<file path="config.mk">
export PLATFORM = sky130hd
export DESIGN_NAME = bsr_chain
export DESIGN_NICKNAME = d
export VERILOG_FILES = /design/src/rtl/bsr_pkg.sv /design/src/rtl/bsr_obs_cell.sv /design/src/rtl/bsr_ctl_cell.sv /design/src/rtl/bsr_tdo_stage.sv /design/src/rtl/bsr_pad_mux.sv /design/src/rtl/bsr_chain.sv
export SDC_FILE = /design/constraint.sdc
export NUM_CORES = 1
export LEC_CHECK = 0
export ABC_AREA = 1
export BUFFER_PORTS_ARGS = -buffer_cell sky130_fd_sc_hd__buf_2
export CORE_ASPECT_RATIO = 0.9
export CORE_MARGIN = 4
export CORE_UTILIZATION = 35
export CTS_BUF_LIST = sky130_fd_sc_hd__clkbuf_4 sky130_fd_sc_hd__clkbuf_8
export CTS_CLUSTER_SIZE = 8
export DETAILED_ROUTE_END_ITERATION = 10
export GPL_TIMING_DRIVEN = 1
export SLEW_MARGIN = 20
export SYNTH_ARGS = -nofsm -noshare
export SYNTH_HDL_FRONTEND = slang
export SYNTH_SLANG_ARGS = --single-unit
</file>
<file path="constraint.sdc">
create_clock -name tck_i -period 0.85 [get_ports tck_i]
set_input_delay 0.085 -clock tck_i [delete_from_list [all_inputs] [get_ports tck_i]]
set_output_delay 0.085 -clock tck_i [all_outputs]
set_load 0.1 [all_outputs]
</file>
<file path="src/rtl/bsr_pkg.sv">
package bsr_pkg;
  typedef enum logic [1:0] {
    CELL_PIN_OBS = 2'd0,
    CELL_PULL_DN = 2'd1,
    CELL_PULL_UP = 2'd2
  } io_cell_e;

  function automatic int io_cell_idx(input int pin, input io_cell_e kind);
    return 3 * pin + int'(kind);
  endfunction

  function automatic int chain_len(input int num_io, input int num_strap);
    return 3 * num_io + 3 + num_strap;
  endfunction
endpackage

</file>
<file path="src/rtl/bsr_obs_cell.sv">
module bsr_obs_cell (
  input  logic tck_i,
  input  logic rst_ni,
  input  logic capture_i,
  input  logic shift_i,
  input  logic pin_i,
  input  logic si_i,
  output logic so_o
);
  always_ff @(posedge tck_i or negedge rst_ni) begin
    if (!rst_ni)        so_o <= 1'b0;
    else if (capture_i) so_o <= pin_i;
    else if (shift_i)   so_o <= si_i;
  end
endmodule

</file>
<file path="src/rtl/bsr_ctl_cell.sv">
module bsr_ctl_cell (
  input  logic tck_i,
  input  logic rst_ni,
  input  logic capture_i,
  input  logic shift_i,
  input  logic update_i,
  input  logic func_i,
  input  logic si_i,
  output logic so_o,
  output logic upd_o
);
  always_ff @(posedge tck_i or negedge rst_ni) begin
    if (!rst_ni)        so_o <= 1'b0;
    else if (capture_i) so_o <= func_i;
    else if (shift_i)   so_o <= si_i;
  end

  // shadow latch: changes on update only
  always_ff @(posedge tck_i or negedge rst_ni) begin
    if (!rst_ni)       upd_o <= 1'b0;
    else if (update_i) upd_o <= so_o;
  end
endmodule

</file>
<file path="src/rtl/bsr_tdo_stage.sv">
module bsr_tdo_stage (
  input  logic tck_i,
  input  logic rst_ni,
  input  logic d_i,
  output logic tdo_o
);
  always_ff @(negedge tck_i or negedge rst_ni) begin
    if (!rst_ni) tdo_o <= 1'b0;
    else         tdo_o <= d_i;
  end
endmodule

</file>
<file path="src/rtl/bsr_pad_mux.sv">
module bsr_pad_mux #(
  parameter int WIDTH = 9
) (
  input  logic             sel_test_i,
  input  logic [WIDTH-1:0] func_i,
  input  logic [WIDTH-1:0] test_i,
  output logic [WIDTH-1:0] pad_o
);
  always_comb pad_o = sel_test_i ? test_i : func_i;
endmodule

</file>
<file path="src/rtl/bsr_chain.sv">
module bsr_chain #(
  parameter int NUM_IO    = 9,
  parameter int NUM_STRAP = 3
) (
  input  logic                 tck_i,
  input  logic                 rst_ni,
  input  logic                 tdi_i,
  input  logic                 capture_dr_i,
  input  logic                 shift_dr_i,
  input  logic                 update_dr_i,
  input  logic                 extest_i,
  input  logic [NUM_IO-1:0]    gpio_pin_i,
  input  logic                 sda_pin_i,
  input  logic                 scl_pin_i,
  input  logic [NUM_STRAP-1:0] strap_pin_i,
  input  logic [NUM_IO-1:0]    func_pu_i,
  input  logic [NUM_IO-1:0]    func_pd_i,
  input  logic                 func_sda_low_i,
  output logic                 tdo_o,
  output logic [NUM_IO-1:0]    pad_pu_o,
  output logic [NUM_IO-1:0]    pad_pd_o,
  output logic                 pad_sda_low_o
);
  import bsr_pkg::*;

  localparam int NCELL      = chain_len(NUM_IO, NUM_STRAP);
  localparam int SDA_CTL    = 3 * NUM_IO;
  localparam int SDA_OBS    = SDA_CTL + 1;
  localparam int SCL_OBS    = SDA_CTL + 2;
  localparam int STRAP_BASE = SDA_CTL + 3;

  // link[i] is the output of cell i, link[NCELL] is TDI
  logic [NCELL:0]     link;
  logic [NCELL-1:0]   chain_q;
  logic [NUM_IO-1:0]  upd_pu, upd_pd;
  logic [0:0]         upd_sda, func_sda_w, pad_sda_w;

  assign link[NCELL] = tdi_i;
  assign chain_q     = link[NCELL-1:0];

  for (genvar n = 0; n < NUM_IO; n++) begin : g_io
    localparam int I_OBS = io_cell_idx(n, CELL_PIN_OBS);
    localparam int I_PD  = io_cell_idx(n, CELL_PULL_DN);
    localparam int I_PU  = io_cell_idx(n, CELL_PULL_UP);

    bsr_obs_cell u_obs (
      .tck_i(tck_i), .rst_ni(rst_ni), .capture_i(capture_dr_i),
      .shift_i(shift_dr_i), .pin_i(gpio_pin_i[n]),
      .si_i(link[I_OBS+1]), .so_o(link[I_OBS])
    );
    bsr_ctl_cell u_pd (
      .tck_i(tck_i), .rst_ni(rst_ni), .capture_i(capture_dr_i),
      .shift_i(shift_dr_i), .update_i(update_dr_i), .func_i(func_pd_i[n]),
      .si_i(link[I_PD+1]), .so_o(link[I_PD]), .upd_o(upd_pd[n])
    );
    bsr_ctl_cell u_pu (
      .tck_i(tck_i), .rst_ni(rst_ni), .capture_i(capture_dr_i),
      .shift_i(shift_dr_i), .update_i(update_dr_i), .func_i(func_pu_i[n]),
      .si_i(link[I_PU+1]), .so_o(link[I_PU]), .upd_o(upd_pu[n])
    );
  end

  bsr_ctl_cell u_sda_ctl (
    .tck_i(tck_i), .rst_ni(rst_ni), .capture_i(capture_dr_i),
    .shift_i(shift_dr_i), .update_i(update_dr_i), .func_i(func_sda_low_i),
    .si_i(link[SDA_CTL+1]), .so_o(link[SDA_CTL]), .upd_o(upd_sda[0])
  );
  bsr_obs_cell u_sda_obs (
    .tck_i(tck_i), .rst_ni(rst_ni), .capture_i(capture_dr_i),
    .shift_i(shift_dr_i), .pin_i(sda_pin_i),
    .si_i(link[SDA_OBS+1]), .so_o(link[SDA_OBS])
  );
  bsr_obs_cell u_scl_obs (
    .tck_i(tck_i), .rst_ni(rst_ni), .capture_i(capture_dr_i),
    .shift_i(shift_dr_i), .pin_i(scl_pin_i),
    .si_i(link[SCL_OBS+1]), .so_o(link[SCL_OBS])
  );

  for (genvar k = 0; k < NUM_STRAP; k++) begin : g_strap
    bsr_obs_cell u_obs (
      .tck_i(tck_i), .rst_ni(rst_ni), .capture_i(capture_dr_i),
      .shift_i(shift_dr_i), .pin_i(strap_pin_i[k]),
      .si_i(link[STRAP_BASE+k+1]), .so_o(link[STRAP_BASE+k])
    );
  end

  bsr_tdo_stage u_tdo (
    .tck_i(tck_i), .rst_ni(rst_ni), .d_i(link[0]), .tdo_o(tdo_o)
  );

  bsr_pad_mux #(.WIDTH(NUM_IO)) u_mux_pu (
    .sel_test_i(extest_i), .func_i(func_pu_i), .test_i(upd_pu), .pad_o(pad_pu_o)
  );
  bsr_pad_mux #(.WIDTH(NUM_IO)) u_mux_pd (
    .sel_test_i(extest_i), .func_i(func_pd_i), .test_i(upd_pd), .pad_o(pad_pd_o)
  );

  assign func_sda_w[0] = func_sda_low_i;
  bsr_pad_mux #(.WIDTH(1)) u_mux_sda (
    .sel_test_i(extest_i), .func_i(func_sda_w), .test_i(upd_sda), .pad_o(pad_sda_w)
  );
  assign pad_sda_low_o = pad_sda_w[0];
endmodule

</file>
* After elaboration in Yosys (flattened, before gate mapping)
Index checks and enable logic that the tools add are counted.
** Word-level totals
- Register bits after elaboration :: 53
- Bits of input ports :: 40
- Output and inout port bits :: 20
- Word-level logic and storage cells :: 123
** Operators by class
- Muxes and demuxes :: 69
- Reductions and logical operators :: 1
** Operators with widths (count)
- 1-bit 2-to-1 mux :: 67
- 9-bit 2-to-1 mux :: 2
- 2-bit nonzero test :: 1

* Longest topological paths before layout
Gate-level depths: netlist (run 1).
- Depth in word-level cells :: 2
- Gate-level depth with buffers :: 7
- Mapped depth without buffers :: 5

* Cells and area by module
Synthesis (run 1) repeated with hierarchy kept, for this count alone.
** Unflattened totals
- Cells, all modules :: 450
- Area, all modules :: 2896.5 um2
** By module, submodules not included
- bsr_ctl_cell :: instances 19, cells an instance 13, area an instance 93.8 um2, seq. area each 50.0 um2
- bsr_obs_cell :: instances 14, cells an instance 10, area an instance 60.1 um2, seq. area each 25.0 um2
- bsr_pad_mux at u_mux_pd ... :: instances 2, cells an instance 29, area an instance 116.4 um2, seq. area each 0.0 um2
- bsr_tdo_stage :: instances 1, cells an instance 1, area an instance 25.0 um2, seq. area each 25.0 um2
- bsr_pad_mux at u_mux_sda :: instances 1, cells an instance 4, area an instance 15.0 um2, seq. area each 0.0 um2

==> run summary, run 1 <==
status - finished, violations left
failing checks - negative setup slack
H-tree depth - 2
utilization after layout - 54.4%
Reg2Reg Depth - 0
Req. time, crit path - 0.76 ns
Tightest Hold Check Type - primary input to flip-flop
largest net degree at the start of global routing - 39
Sw Share - 36.5%
Die ar. - 0.00850 mm^2
vias in the first global route - 2,257
clock power share - 21.7%
Worst path slowest cell - dfrtn_1
Crit Path Max Fanout - 1
vias - 2,273
CP cell instances - buf_12
DP Wirelength - 4410 um
Final Hold Vio Count - 0
r2r startpoint - g_io[0].u_obs.so_o$_DFFE_PN0P_
flop2flop setup slack - -0.11 ns
TritonCTS sink count - 53
filler instances - 626
Syn. warnings - 0
Worst slew margin - 66.7%
crit path setup slack, layout - -0.605 ns
Max Slew Vio Count - 0
nature of the critical path startpoint - flip-flop
WHS Endpoint - g_io[8].u_obs.so_o$_DFFE_PN0P_
max_cap viols - 0
first-pass GRT wire length - 10,800 um
Worst Setup End Kind - primary output
initial antenna violation count - 0
LEAKAGE - 0.00170 uW
TritonCTS buffer count - 5
DIE WIDTH - 96.7 um
Core Rows - 28
VDD IR max - 0.959 mV
Initial Util - 36.9%
Distinct cells, synth - 15
Combinational Power Share - 34.1%
Worst path top cell family by delay - flip-flops
Post-Syn Area - 0.00248 mm^2
Synth Instances - 310
Place WS - -0.268 ns
Core Area - 0.00673 mm^2
I/O pins - 60
Antenna Cells - 0
Syn Area/Cell - 8.00 um^2
Yosys reg bits - 53
unrepaired setup endpoints after global routing - true
Reg-to-Reg End - u_tdo.tdo_o$_DFF_NN0_
DR WL/cell - 12.9 um
Buf/Inv on CP - 1
grt ovf - 0
Crit path arrival time - 1.37 ns
final antenna-violating net count - 0
TritonRoute pass-1 iters - 4
Clock Skews - 0.00707 ns
Final setup viols - 21
layout cell share with drive strength beyond 1 - 31.9%
Min-Delay Startpoint - gpio_pin_i[8]
NumNets Final - 422
Die Ht - 87.9 um
vias per cell - 4.81
Root Buffer - clkbuf_8
Critical Setup Path Class - flip-flop to primary output
sequential fraction of the synthesis area - 53.5%
syn_nets - 350
Remaining DRCs - 0
Worst Hold Path Cells - 3
Port Buf Inserts - 59
sequential power share - 44.1%
Sw Pwr - 2440 uW
post-route cell area - 0.00366 mm^2
worst skew pair latency - 0.31 ns
CTS tree - done
Power Density - 1830 mW/mm^2
dpl cell area - 0.00341 mm^2
DR iter-0 viols - 140
wirelength, routed - 6090 um
GP Congestion - 0.757
cell internal pwr - 4250 uW
P&R area growth vs syn - 47.5%
GRT Total Usage - 15.7%
CP max stage delay - 0.45 ns
Max clock buf depth - 2
Clk pin slew, worst setup/hold paths - 0.10 ns
slew at the pin with the worst max-slew slack - 0.499 ns
==> synthesized netlist by cell type (all sizes together) <==
cell / n / share of area, %
nor2: 21 / 3.6
a21oi: 19 / 3.8
clkbuf: 2 / 0.30
nand3: 60 / 12
inv: 22 / 3.3
dfrtp: 52 / 52
buf: 19 / 5.1
o21ai: 19 / 3.8
nand2: 95 / 14
dfrtn: 1 / 1.0
==> power groups by stage <==
| stage | Clock [uW] | Combinational, uW | Sequential (uW) |
|---|---|---|---|
| 5_1_grt | 1610 | 2450 | 3000 |
| 6_report | 1450 | 2290 | 2960 |
| 3_5_place_dp | 0 | 2240 | 3000 |
| 3_3_place_gp | 0 | 2210 | 2990 |
| 4_1_cts | 1500 | 2310 | 2960 |
| 2_1_floorplan | 0 | 1460 | 3000 |
==> repair_timing <==
action | in CTS | in global routing
gates resized for setup | 8 | 0
endpoints found under the hold margin | 65 | 0
hold buffers | 14 | 0
buffers inserted | 0 | 1
setup endpoints to repair | 21 | 21
==> cell type report <==
cell class | instances | area (um^2) | share of cell area (%)
Multi-Input combinational cell | 214 | 1150 | 31.4
Sequential cell | 53 | 1330 | 36.3
Tap cell | 90 | 113 | 3.08
Inverter | 22 | 82.6 | 2.26
Clock inverter | 2 | 15.0 | 0.410
Timing Repair Buffer | 86 | 896 | 24.5
Clock buffer | 6 | 76.3 | 2.09
==> routing by layer <==
layer	global-route usage, %	vias up	wire [um]
met4	3.95	0	67
met5	0	-	0
met1	21.3	1078	2920
li1	-	1134	-
met3	4.06	7	332
met2	25.3	54	2770
==> sequential cells by signal, summed over array words and instances (netlist names) <==
name and cells:
g_io.u_obs.so_o 9, g_io.u_pd.so_o 9, g_io.u_pd.upd_o 9, g_io.u_pu.so_o 9, g_io.u_pu.upd_o 9, g_strap.u_obs.so_o 3
u_scl_obs.so_o 1, u_sda_ctl.so_o 1, u_sda_ctl.upd_o 1, u_sda_obs.so_o 1, u_tdo.tdo_o 1
==> metrics by stage <==
stage               std cells  hold slack, ns  setup TNS (ns)  total power, uW
floorplan                 310          -0.211           -4.12             4450
global placement          450         -0.0536           -4.67             5210
detailed placement        450         -0.0555           -4.88             5240
CTS                       472         0.00537           -6.07             6770
global route              473         0.00884           -6.85             7060
finish                    473          0.0142           -5.71             6700
==> logic make-up after synthesis <==
logic type	count (synthesis)	synth area share [%]
and+or+nand+nor	176	30.1
DFF	53	53.5
buffers and inverters	43	8.78
AOI/OAI and AO/OA	38	7.67
==> cells in the final DEF (no fill, tap or decap), drive strengths merged <==
cell         count
nand3           60
a21oi           19
dfrtp           52
inv             22
nor2            21
dfrtn            1
clkinvlp         2
buf             72
nand2           95
clkbuf           6
o21ai           19
dlygate4sd3     14
==> worst max path at each step <==
stage                          startpoint     to  cells past startpoint  slack, ns
floorplan           u_tdo.tdo_o$_DFF_NN0_  tdo_o                      0      -0.61
finish              u_tdo.tdo_o$_DFF_NN0_  tdo_o                      1      -0.60
detailed placement  u_tdo.tdo_o$_DFF_NN0_  tdo_o                      1      -0.27
global placement    u_tdo.tdo_o$_DFF_NN0_  tdo_o                      1      -0.26
global route        u_tdo.tdo_o$_DFF_NN0_  tdo_o                      1      -0.64
CTS                 u_tdo.tdo_o$_DFF_NN0_  tdo_o                      1      -0.62
No activity file was read; power rests on OpenSTA's default activity.
==> inputs of run 2 (changes only) <==
Settings changed: RECOVER_POWER set to 100.
==> run summary, run 2 (synthesized netlist as in run 1, its figures left out) <==
Remaining DRCs - 0
VDD IR max - 0.957 mV
NumNets Final - 422
first-pass GRT wire length - 10,800 um
cell internal pwr - 4250 uW
final antenna-violating net count - 0
filler instances - 625
TritonCTS buffer count - 5
Inst Count DP - 450
non-filler instance count after layout - 473
DR iter-0 viols - 143
Sw Pwr - 2440 uW
nature of the critical path startpoint - flip-flop
Worst path top cell family by delay - flip-flops
utilization after layout - 54.4%
Clk pin slew, worst setup/hold paths - 0.10 ns
GP Congestion - 0.757
Root Buffer - clkbuf_8
vias in the first global route - 2,257
CTS tree - done
worst skew pair latency - 0.31 ns
failing checks - negative setup slack
Critical Setup Path Class - flip-flop to primary output
Max clock buf depth - 2
Reg2Reg Depth - 0
Sw Share - 36.5%
Worst path slowest cell - dfrtn_1
DR WL/cell - 12.9 um
vias - 2,254
Worst slew margin - 66.4%
LEAKAGE - 0.00170 uW
sequential power share - 44.2%
max_cap viols - 0
GRT Total Usage - 15.7%
Max Slew Vio Count - 0
Final Hold Vio Count - 0
initial antenna violation count - 0
clock power share - 21.7%
Hold Slack - 0.0139 ns
Combinational Power Share - 34.1%
grt ovf - 0
TritonCTS sink count - 53
dpl cell area - 0.00341 mm^2
Clock Skews - 0.00652 ns
crit path setup slack, layout - -0.604 ns
P&R area growth vs syn - 47.4%
Core Rows - 28
Crit path arrival time - 1.37 ns
DIE WIDTH - 96.7 um
status - finished, violations left
wirelength, routed - 6110 um
Min-Delay Startpoint - gpio_pin_i[8]
Core Area - 0.00673 mm^2
CP cell instances - buf_12
DP Wirelength - 4410 um
layout cell share with drive strength beyond 1 - 30.8%
I/O pins - 60
Tightest Hold Check Type - primary input to flip-flop
WHS Endpoint - g_io[8].u_obs.so_o$_DFFE_PN0P_
flop2flop setup slack - -0.11 ns
Port Buf Inserts - 59
Antenna Cells - 0
Initial Util - 36.9%
most frequent cells in the layout - 95 x nand2_1, 60 x nand3_1, 52 x dfrtp_1
vias per cell - 4.77
r2r startpoint - g_io[0].u_obs.so_o$_DFFE_PN0P_
Buf/Inv on CP - 1
post-route cell area - 0.00366 mm^2
Die Ht - 87.9 um
commonest non-fill, non-tap cell in the layout - nand2_1
slew at the pin with the worst max-slew slack - 0.503 ns
Crit Path Max Fanout - 1
largest net degree at the start of global routing - 39
Place WS - -0.268 ns
TritonRoute pass-1 iters - 4
Power Density - 1830 mW/mm^2
Worst Setup End Kind - primary output
Reg-to-Reg End - u_tdo.tdo_o$_DFF_NN0_
unrepaired setup endpoints after global routing - true
Die ar. - 0.00850 mm^2
H-tree depth - 2
Final setup viols - 41
Req. time, crit path - 0.76 ns
Worst Hold Path Cells - 3
CP max stage delay - 0.45 ns
-- run 2: changes by cell type in the layout (fill, tap and decap cells not counted) --
cell	previous run	this run
buf_4	8	6
inv_2	21	19
buf_2	39	37
clkbuf_4	1	3
clkbuf_1	0	2
inv_1	1	3
-- run 2: power by group through the flow --
stage	Sequential (uW)	Clock [uW]	Combinational, uW
after floorplan	3000	0	1460
after global placement	2990	0	2210
after detailed placement	3000	0	2240
after CTS	2960	1500	2310
after global routing	2990	1610	2440
final	2950	1450	2280
-- run 2: how the worst max path moves through the flow --
stage                        to  slack (ns)             startpoint  cells after the start
after floorplan           tdo_o       -0.61  u_tdo.tdo_o$_DFF_NN0_                      0
after global placement    tdo_o       -0.26  u_tdo.tdo_o$_DFF_NN0_                      1
after detailed placement  tdo_o       -0.27  u_tdo.tdo_o$_DFF_NN0_                      1
after CTS                 tdo_o       -0.62  u_tdo.tdo_o$_DFF_NN0_                      1
after global routing      tdo_o       -0.64  u_tdo.tdo_o$_DFF_NN0_                      1
final                     tdo_o       -0.60  u_tdo.tdo_o$_DFF_NN0_                      1
-- run 2: area by class of cell --
| cell class | instances | area [um^2] | share of cell area (%) |
|---|---|---|---|
| flip-flops and latches | 53 | 1330 | 36.3 |
| multi-input cells | 214 | 1150 | 31.5 |
| repair buffers | 86 | 893 | 24.4 |
| well taps | 90 | 113 | 3.08 |
| inverters | 22 | 82.6 | 2.26 |
| clock buffers | 6 | 76.3 | 2.09 |
| clock inverters | 2 | 15.0 | 0.411 |
-- run 2: repair_timing --
item | 4_1_cts | 5_1_grt
hold buffers | 14 | 0
gates cloned | 0 | 0
setup buffers | 0 | 1
endpoints found under the hold margin | 65 | 0
endpoints found under the setup margin | 21 | 21
resized for setup | 8 | 0
-- run 2: metrics by stage --
step / TNS, ns / power (uW)
after floorplan: -4.12 / 4450
after global placement: -4.67 / 5210
after detailed placement: -4.88 / 5240
after CTS: -6.07 / 6770
after global routing: -12.49 / 7050
final: -6.15 / 6690
-- run 2: metal layers --
layer  wire (um)  global-route usage (%)  part of all wire, %  up-vias
li1            -                       -                    -     1134
met1        2950                    21.3                   48     1065
met2        2770                    25.3                   45       48
met3         320                    4.06                  5.2        7
met4          67                    3.95                  1.1        0
met5           0                       0                    0        -
